## src/rtl/wwd_pkg.sv

```systemverilog
package wwd_pkg;

  typedef enum logic [1:0] {
    PH_WAIT   = 2'd0,
    PH_CLOSED = 2'd1,
    PH_OPEN   = 2'd2,
    PH_FIRE   = 2'd3
  } wwd_phase_e;

  function automatic int unsigned margin_len(input int unsigned twd, input int unsigned owp);
    return (twd * owp) / 100;
  endfunction

  function automatic int unsigned closed_len(input int unsigned twd, input int unsigned owp);
    return twd - margin_len(twd, owp);
  endfunction

  function automatic int unsigned open_len(input int unsigned twd, input int unsigned owp);
    return 2 * margin_len(twd, owp);
  endfunction

  // twd/40 rounded half up, never below one tick
  function automatic int unsigned pulse_len(input int unsigned twd);
    int unsigned p;
    p = (twd + 20) / 40;
    if (p == 0) p = 1;
    return p;
  endfunction

endpackage

```

## src/rtl/wwd_sync_fall.sv

```systemverilog
module wwd_sync_fall #(
  parameter int unsigned STAGES = 2
) (
  input  logic clk,
  input  logic rst_n,
  input  logic din,
  output logic fall_o
);
  logic [STAGES-1:0] chain_q;
  logic [STAGES-1:0] chain_d;
  logic              prev_q;

  generate
    if (STAGES == 1) begin : g_one
      assign chain_d = din;
    end else begin : g_many
      assign chain_d = {chain_q[STAGES-2:0], din};
    end
  endgenerate

  always_ff @(posedge clk or negedge rst_n) begin
    if (!rst_n) begin
      chain_q <= '1;
      prev_q  <= 1'b1;
    end else begin
      chain_q <= chain_d;
      prev_q  <= chain_q[STAGES-1];
    end
  end

  assign fall_o = prev_q & ~chain_q[STAGES-1];

endmodule

```

## src/rtl/wwd_phase_fsm.sv

```systemverilog
module wwd_phase_fsm
  import wwd_pkg::*;
#(
  parameter int unsigned CW_TICKS = 80,
  parameter int unsigned OW_TICKS = 40,
  parameter int unsigned PW_TICKS = 3
) (
  input  logic       clk,
  input  logic       rst_n,
  input  logic       ready,
  input  logic       tick,
  input  logic       svc_fall,
  output wwd_phase_e phase_o,
  output logic       good_o,
  output logic       bad_o
);
  localparam int unsigned MAXLEN = (CW_TICKS > OW_TICKS)
                                   ? ((CW_TICKS > PW_TICKS) ? CW_TICKS : PW_TICKS)
                                   : ((OW_TICKS > PW_TICKS) ? OW_TICKS : PW_TICKS);
  localparam int unsigned TW = $clog2(MAXLEN + 1);
  localparam logic [TW-1:0] CW_LAST = TW'(CW_TICKS - 1);
  localparam logic [TW-1:0] OW_LAST = TW'(OW_TICKS - 1);
  localparam logic [TW-1:0] PW_LAST = TW'(PW_TICKS - 1);

  wwd_phase_e phase_q, phase_d;
  logic [TW-1:0] tmr_q, tmr_d;
  logic          upd_en;

  always_comb begin
    phase_d = phase_q;
    tmr_d   = tmr_q;
    good_o  = 1'b0;
    bad_o   = 1'b0;
    if (!ready) begin
      phase_d = PH_WAIT;
      tmr_d   = '0;
    end else begin
      unique case (phase_q)
        PH_WAIT: begin
          phase_d = PH_CLOSED;
          tmr_d   = '0;
        end
        PH_CLOSED: begin
          if (svc_fall) begin
            phase_d = PH_FIRE;
            tmr_d   = '0;
            bad_o   = 1'b1;
          end else if (tick) begin
            if (tmr_q == CW_LAST) begin
              phase_d = PH_OPEN;
              tmr_d   = '0;
            end else begin
              tmr_d = tmr_q + 1'b1;
            end
          end
        end
        PH_OPEN: begin
          if (svc_fall) begin
            phase_d = PH_CLOSED;
            tmr_d   = '0;
            good_o  = 1'b1;
          end else if (tick) begin
            if (tmr_q == OW_LAST) begin
              phase_d = PH_FIRE;
              tmr_d   = '0;
              bad_o   = 1'b1;
            end else begin
              tmr_d = tmr_q + 1'b1;
            end
          end
        end
        PH_FIRE: begin
          if (tick) begin
            if (tmr_q == PW_LAST) begin
              phase_d = PH_CLOSED;
              tmr_d   = '0;
            end else begin
              tmr_d = tmr_q + 1'b1;
            end
          end
        end
        default: begin
          phase_d = PH_WAIT;
          tmr_d   = '0;
        end
      endcase
    end
  end

  assign upd_en = (phase_d != phase_q) || (tmr_d != tmr_q);

  always_ff @(posedge clk or negedge rst_n) begin
    if (!rst_n) begin
      phase_q <= PH_WAIT;
      tmr_q   <= '0;
    end else if (upd_en) begin
      phase_q <= phase_d;
      tmr_q   <= tmr_d;
    end
  end

  assign phase_o = phase_q;

endmodule

```

## src/rtl/wwd_svc_tally.sv

```systemverilog
module wwd_svc_tally #(
  parameter int unsigned NEED = 3,
  localparam int unsigned CNTW = $clog2(NEED + 1)
) (
  input  logic            clk,
  input  logic            rst_n,
  input  logic            ready,
  input  logic            good_i,
  input  logic            bad_i,
  output logic [CNTW-1:0] cnt_o,
  output logic            full_o
);
  localparam logic [CNTW-1:0] TOP = CNTW'(NEED);

  logic [CNTW-1:0] cnt_q, cnt_d;
  logic            cnt_en;

  always_comb begin
    cnt_d = cnt_q;
    if (!ready || bad_i) begin
      cnt_d = '0;
    end else if (good_i && (cnt_q != TOP)) begin
      cnt_d = cnt_q + 1'b1;
    end
  end

  assign cnt_en = (cnt_d != cnt_q);

  always_ff @(posedge clk or negedge rst_n) begin
    if (!rst_n) begin
      cnt_q <= '0;
    end else if (cnt_en) begin
      cnt_q <= cnt_d;
    end
  end

  assign cnt_o  = cnt_q;
  assign full_o = (cnt_q == TOP);

endmodule

```

## src/rtl/window_watchdog.sv

```systemverilog
module window_watchdog
  import wwd_pkg::*;
#(
  parameter int unsigned TWD_TICKS   = 100,
  parameter int unsigned OWP_PCT     = 20,
  parameter int unsigned SVC_NEED    = 3,
  parameter int unsigned SYNC_STAGES = 2
) (
  input  logic clk,
  input  logic rst_n,
  input  logic tick,
  input  logic ready,
  input  logic svc_n,
  output logic wd_rst_n,
  output logic sys_en_n
);
  localparam int unsigned CW_TICKS = closed_len(TWD_TICKS, OWP_PCT);
  localparam int unsigned OW_TICKS = open_len(TWD_TICKS, OWP_PCT);
  localparam int unsigned PW_TICKS = pulse_len(TWD_TICKS);
  localparam int unsigned CNTW     = $clog2(SVC_NEED + 1);

  logic            svc_fall;
  wwd_phase_e      phase;
  logic            good_evt;
  logic            bad_evt;
  logic [CNTW-1:0] svc_cnt;
  logic            qualified;

  wwd_sync_fall #(.STAGES(SYNC_STAGES)) u_sync (
    .clk    (clk),
    .rst_n  (rst_n),
    .din    (svc_n),
    .fall_o (svc_fall)
  );

  wwd_phase_fsm #(
    .CW_TICKS (CW_TICKS),
    .OW_TICKS (OW_TICKS),
    .PW_TICKS (PW_TICKS)
  ) u_fsm (
    .clk      (clk),
    .rst_n    (rst_n),
    .ready    (ready),
    .tick     (tick),
    .svc_fall (svc_fall),
    .phase_o  (phase),
    .good_o   (good_evt),
    .bad_o    (bad_evt)
  );

  wwd_svc_tally #(.NEED(SVC_NEED)) u_tally (
    .clk    (clk),
    .rst_n  (rst_n),
    .ready  (ready),
    .good_i (good_evt),
    .bad_i  (bad_evt),
    .cnt_o  (svc_cnt),
    .full_o (qualified)
  );

  assign wd_rst_n = (phase == PH_CLOSED) || (phase == PH_OPEN);
  assign sys_en_n = ~(qualified & ready & wd_rst_n);

endmodule

```

## config.mk

```make
export PLATFORM = sky130hd
export DESIGN_NAME = window_watchdog
export DESIGN_NICKNAME = d
export VERILOG_FILES = /design/src/rtl/wwd_pkg.sv /design/src/rtl/wwd_sync_fall.sv /design/src/rtl/wwd_phase_fsm.sv /design/src/rtl/wwd_svc_tally.sv /design/src/rtl/window_watchdog.sv
export SDC_FILE = /design/constraint.sdc
export NUM_CORES = 1
export LEC_CHECK = 0
export BUFFER_PORTS_ARGS = -buffer_cell sky130_fd_sc_hd__buf_2
export CORE_MARGIN = 4
export CORE_UTILIZATION = 55
export CTS_BUF_LIST = sky130_fd_sc_hd__clkbuf_4
export DETAILED_ROUTE_END_ITERATION = 10
export GPL_ROUTABILITY_DRIVEN = 0
export GPL_TIMING_DRIVEN = 0
export PLACE_DENSITY = 0.8
export SYNTH_ARGS = -nofsm -noshare
export SYNTH_HDL_FRONTEND = slang
export SYNTH_SLANG_ARGS = --single-unit
```

## constraint.sdc

```tcl
create_clock -name clk -period 1.6 [get_ports clk]
set_input_delay 0.08 -clock clk [delete_from_list [all_inputs] [get_ports clk]]
set_output_delay 0.08 -clock clk [all_outputs]
set_load 0.02 [all_outputs]
```

==> reports/summary.log <==
[outcome] result of the run finished with violations
[outcome] violations in the final reports negative setup slack
[global_route] number of global-route vias before repair 871
[synth] syn nets 119
[timing] Setup Total Neg Slack -2080 ps
[cts] CTS tree yes
[synth] unique cell type count in the Yosys netlist 37
[timing] remaining max-slew budget at the tightest pin 72.6%
[timing] crit share post-route 119%
[pwr] Static Leak 0.490 nW
[timing] Max Clk Rate 523 MHz
[layout] number of antenna cells inserted 0
[drt] vias per cell 6.25
[synth] Synth Cell Area 936 µm²
[synth] area leader, netlist dfrtp_1
[placement] count of buffers inserted at the top-level ports 5
[layout] share of final-layout standard cells stronger than drive strength 1 32.2%
[setup_path] crit-path max cell delay 490 ps
[global_route] initial antenna violation count 0
[cts] number of CTS-inserted buffers 3
[setup_path] cells along the critical path inv_1 -> ha_1 -> or4b_4 -> buf_4 -> o21ai_4 -> o211ai_4 -> nand4b_1 -> a31oi_1
[timing] transition time at the pin with the least slew margin 411 ps
[setup_path] Critical Path Fanout Max 7
[setup_path] data arrival time of the critical path 2070 ps
[synth] area fraction of the dominant cell type after synthesis 29.4%
[floorplanning] Chip Height 49.3 µm
[drt] drt first-iter violations 42
[global_route] global-route wire length before repair 3730 µm
[placement] setup slack after placement -325 ps
[global_route] all-layer global routing usage 19.6%
[setup_path] Worst Setup Path Type flip-flop to flip-flop
[layout] area added between synthesis and finish 24.1%
[cts] library cell used as clock root buffer clkbuf_4
[cts] CTS H-Tree Depth 1
[timing] final count of negative-setup-slack endpoints 10
[global_route] maximum number of pins on one net before global-route repair 15
[floorplanning] floorplan die width 49.3 µm
[pwr] worst ir drop on vdd 0.575 mV
[setup_path] endpoint kind of the worst setup timing path flip-flop
[synth] number of warnings printed during yosys synthesis 0
[cts] source-to-sink clock delay at the later pin of the worst-skew pair 280 ps
[setup_path] WP data required 1750 ps
[drt] total number of vias 856
[worst_hold_path] worst hold path class input port to flip-flop
[placement] Final HPWL DP 1450 µm
[timing] Clock Skew 0.863 ps
[synth] prevailing post-synth register cell dfrtp_1
[timing] Final Hold Viols 0
[timing] final worst setup slack -311 ps
[layout] commonest non-fill, non-tap cell in the layout dfrtp_1
[setup_path] sort of element at the start of the critical path flip-flop
[synth] mean area per synthesized cell 8.83 µm²
[global_route] GRT overflow 0
[cts] clock sink count 14
[timing] number of pins with negative max-slew slack in the final report 0
[drt] aggregate routed wire length 2300 µm
[drt] average wire length per cell after detail routing 16.8 µm
[synth] post-synthesis cell count 106
[floorplanning] I/O pin cnt 7
[pwr] Power Density 605 nW/µm²
[flow_run] max-capacitance violation count 0
[synth] #FFs+latches synth 14
[layout] leading cell types in the layout, fill and taps excluded dfrtp_1, nand2_1, nor2_1, nor3_1, inv_1
[synth] share of flip-flops with an asynchronous set or reset after synthesis 100%
[floorplanning] overall die area 2430 µm²
[floorplanning] initial core utilization 60.0%
[timing] Tmin final 1910 ps
[synth] share of the yosys chip area belonging to registers 37.8%
[timing] RSZ-0062 raised after global routing true
[layout] final-stage net count 135
[synth] EDFF count, synth 0
[drt] number of iterations in the first detailed-routing pass 4
[floorplanning] floorplan row count 14
[floorplanning] Placeable Area 1560 µm²
[synth] dominant cells by area after synthesis dfrtp_1, ha_1, dfstp_2, nand2_1, nor3_1
[drt] number of remaining DRC errors 0
[cts] clock transition at the register clock pins on the worst setup and hold paths after CTS 90 ps
[cts] Clock Path Buffers 2
[setup_path] worst-path cell with the longest stage delay or4b_4
[drt] final antenna-violating net count 0
-- synthesized netlist by cell type, drive strengths merged (3+ instances only) --
library cell / n
nor2: 9
o21ai: 3
dfstp: 3
a31oi: 3
nand2: 11
dfrtp: 11
a21oi: 6
nor3: 8
nand3: 6
nand2b: 3
ha: 8
inv: 6
-- routing by layer --
metal	share of wire [%]	global-route usage, %
met1	42	24.0
met2	50	31.3
met3	5.7	4.89
met4	2.2	10.9
met5	0	0
-- cells by family after synthesis --
| group | count (synthesis) | synth area share [%] |
|---|---|---|
| and+or+nand+nor | 51 | 29.3 |
| AOI/OAI and AO/OA | 19 | 14.2 |
| buffers and inverters | 10 | 4.14 |
| adders and majority gates | 8 | 10.7 |
| xor gates and xnor gates | 3 | 2.81 |
| DFF | 14 | 37.8 |
| muxes | 1 | 1.07 |
-- layout make-up --
class,instances,area (µm²)
buffer,2,7.51
clock buffer,3,22.5
timing repair buffer,13,93.8
clock inverter,1,3.75
multi-input combinational,82,637
sequential,14,354
fill,117,398
inverter,6,22.5
tap,16,20.0
-- flip-flops by register name (all words and copies together), names as in the netlist --
name,count
u_fsm.phase_o,2
u_fsm.tmr_q,7
u_sync.chain_q,2
u_sync.prev_q,1
u_tally.cnt_o,2
-- per-stage QoR --
step / hold slack, ps / cell area, µm² / util (%) / std cells / total power [W]
after detailed placement: -10.1 / 981 / 62.9 / 127 / 0.000468
after global routing: 75.5 / 1160 / 74.5 / 137 / 0.000732
after global placement: -14.0 / 981 / 62.9 / 127 / 0.000464
final: 69.3 / 1160 / 74.5 / 137 / 0.000703
after floorplan: -216 / 936 / - / 106 / 0.000439
after CTS: 62.5 / 1050 / 67.1 / 135 / 0.000678
-- timing repair --
| item | CTS | global route |
|---|---|---|
| pin swaps | 6 | 13 |
| buffers inserted | 2 | 4 |
| hold endpoints to repair | 15 | 0 |
| hold buffers | 2 | 0 |
| resized for setup | 3 | 22 |
| setup endpoints to repair | 10 | 11 |
-- path summary, 6_finish.rpt --
path                       cells past startpoint  slack (ps)           endpoint               from
hold / removal                                 2          70   u_fsm.phase_o[0]              ready
min in group asynchronous                      2         210   u_fsm.phase_o[1]              rst_n
setup / recovery                               8        -310     u_fsm.tmr_q[3]     u_fsm.tmr_q[0]
max in group asynchronous                      2        1100      u_sync.prev_q              rst_n
hold reg to reg                                0         360  u_sync.chain_q[1]  u_sync.chain_q[0]
setup reg to reg                               8        -310     u_fsm.tmr_q[3]     u_fsm.tmr_q[0]
-- worst max-delay path, delay by kind of cell, from the launching register on --
kind	cells	cell delay (ps)
flip-flops	1	390
buffers and inverters	2	220
adder cells (fa/ha/maj)	1	130
AO/OA/AOI/OAI	3	400
AND/OR/NAND/NOR	2	630
-- power by group --
group,leakage (nW),internal [W],switching [W]
logic,0.291,0.0000452,0.0000728
registers,0.183,0.000364,0.00000863
clock network,0.0154,0.0000907,0.000121
total,0.490,0.000500,0.000202
No activity file was read; power rests on OpenSTA's default activity.
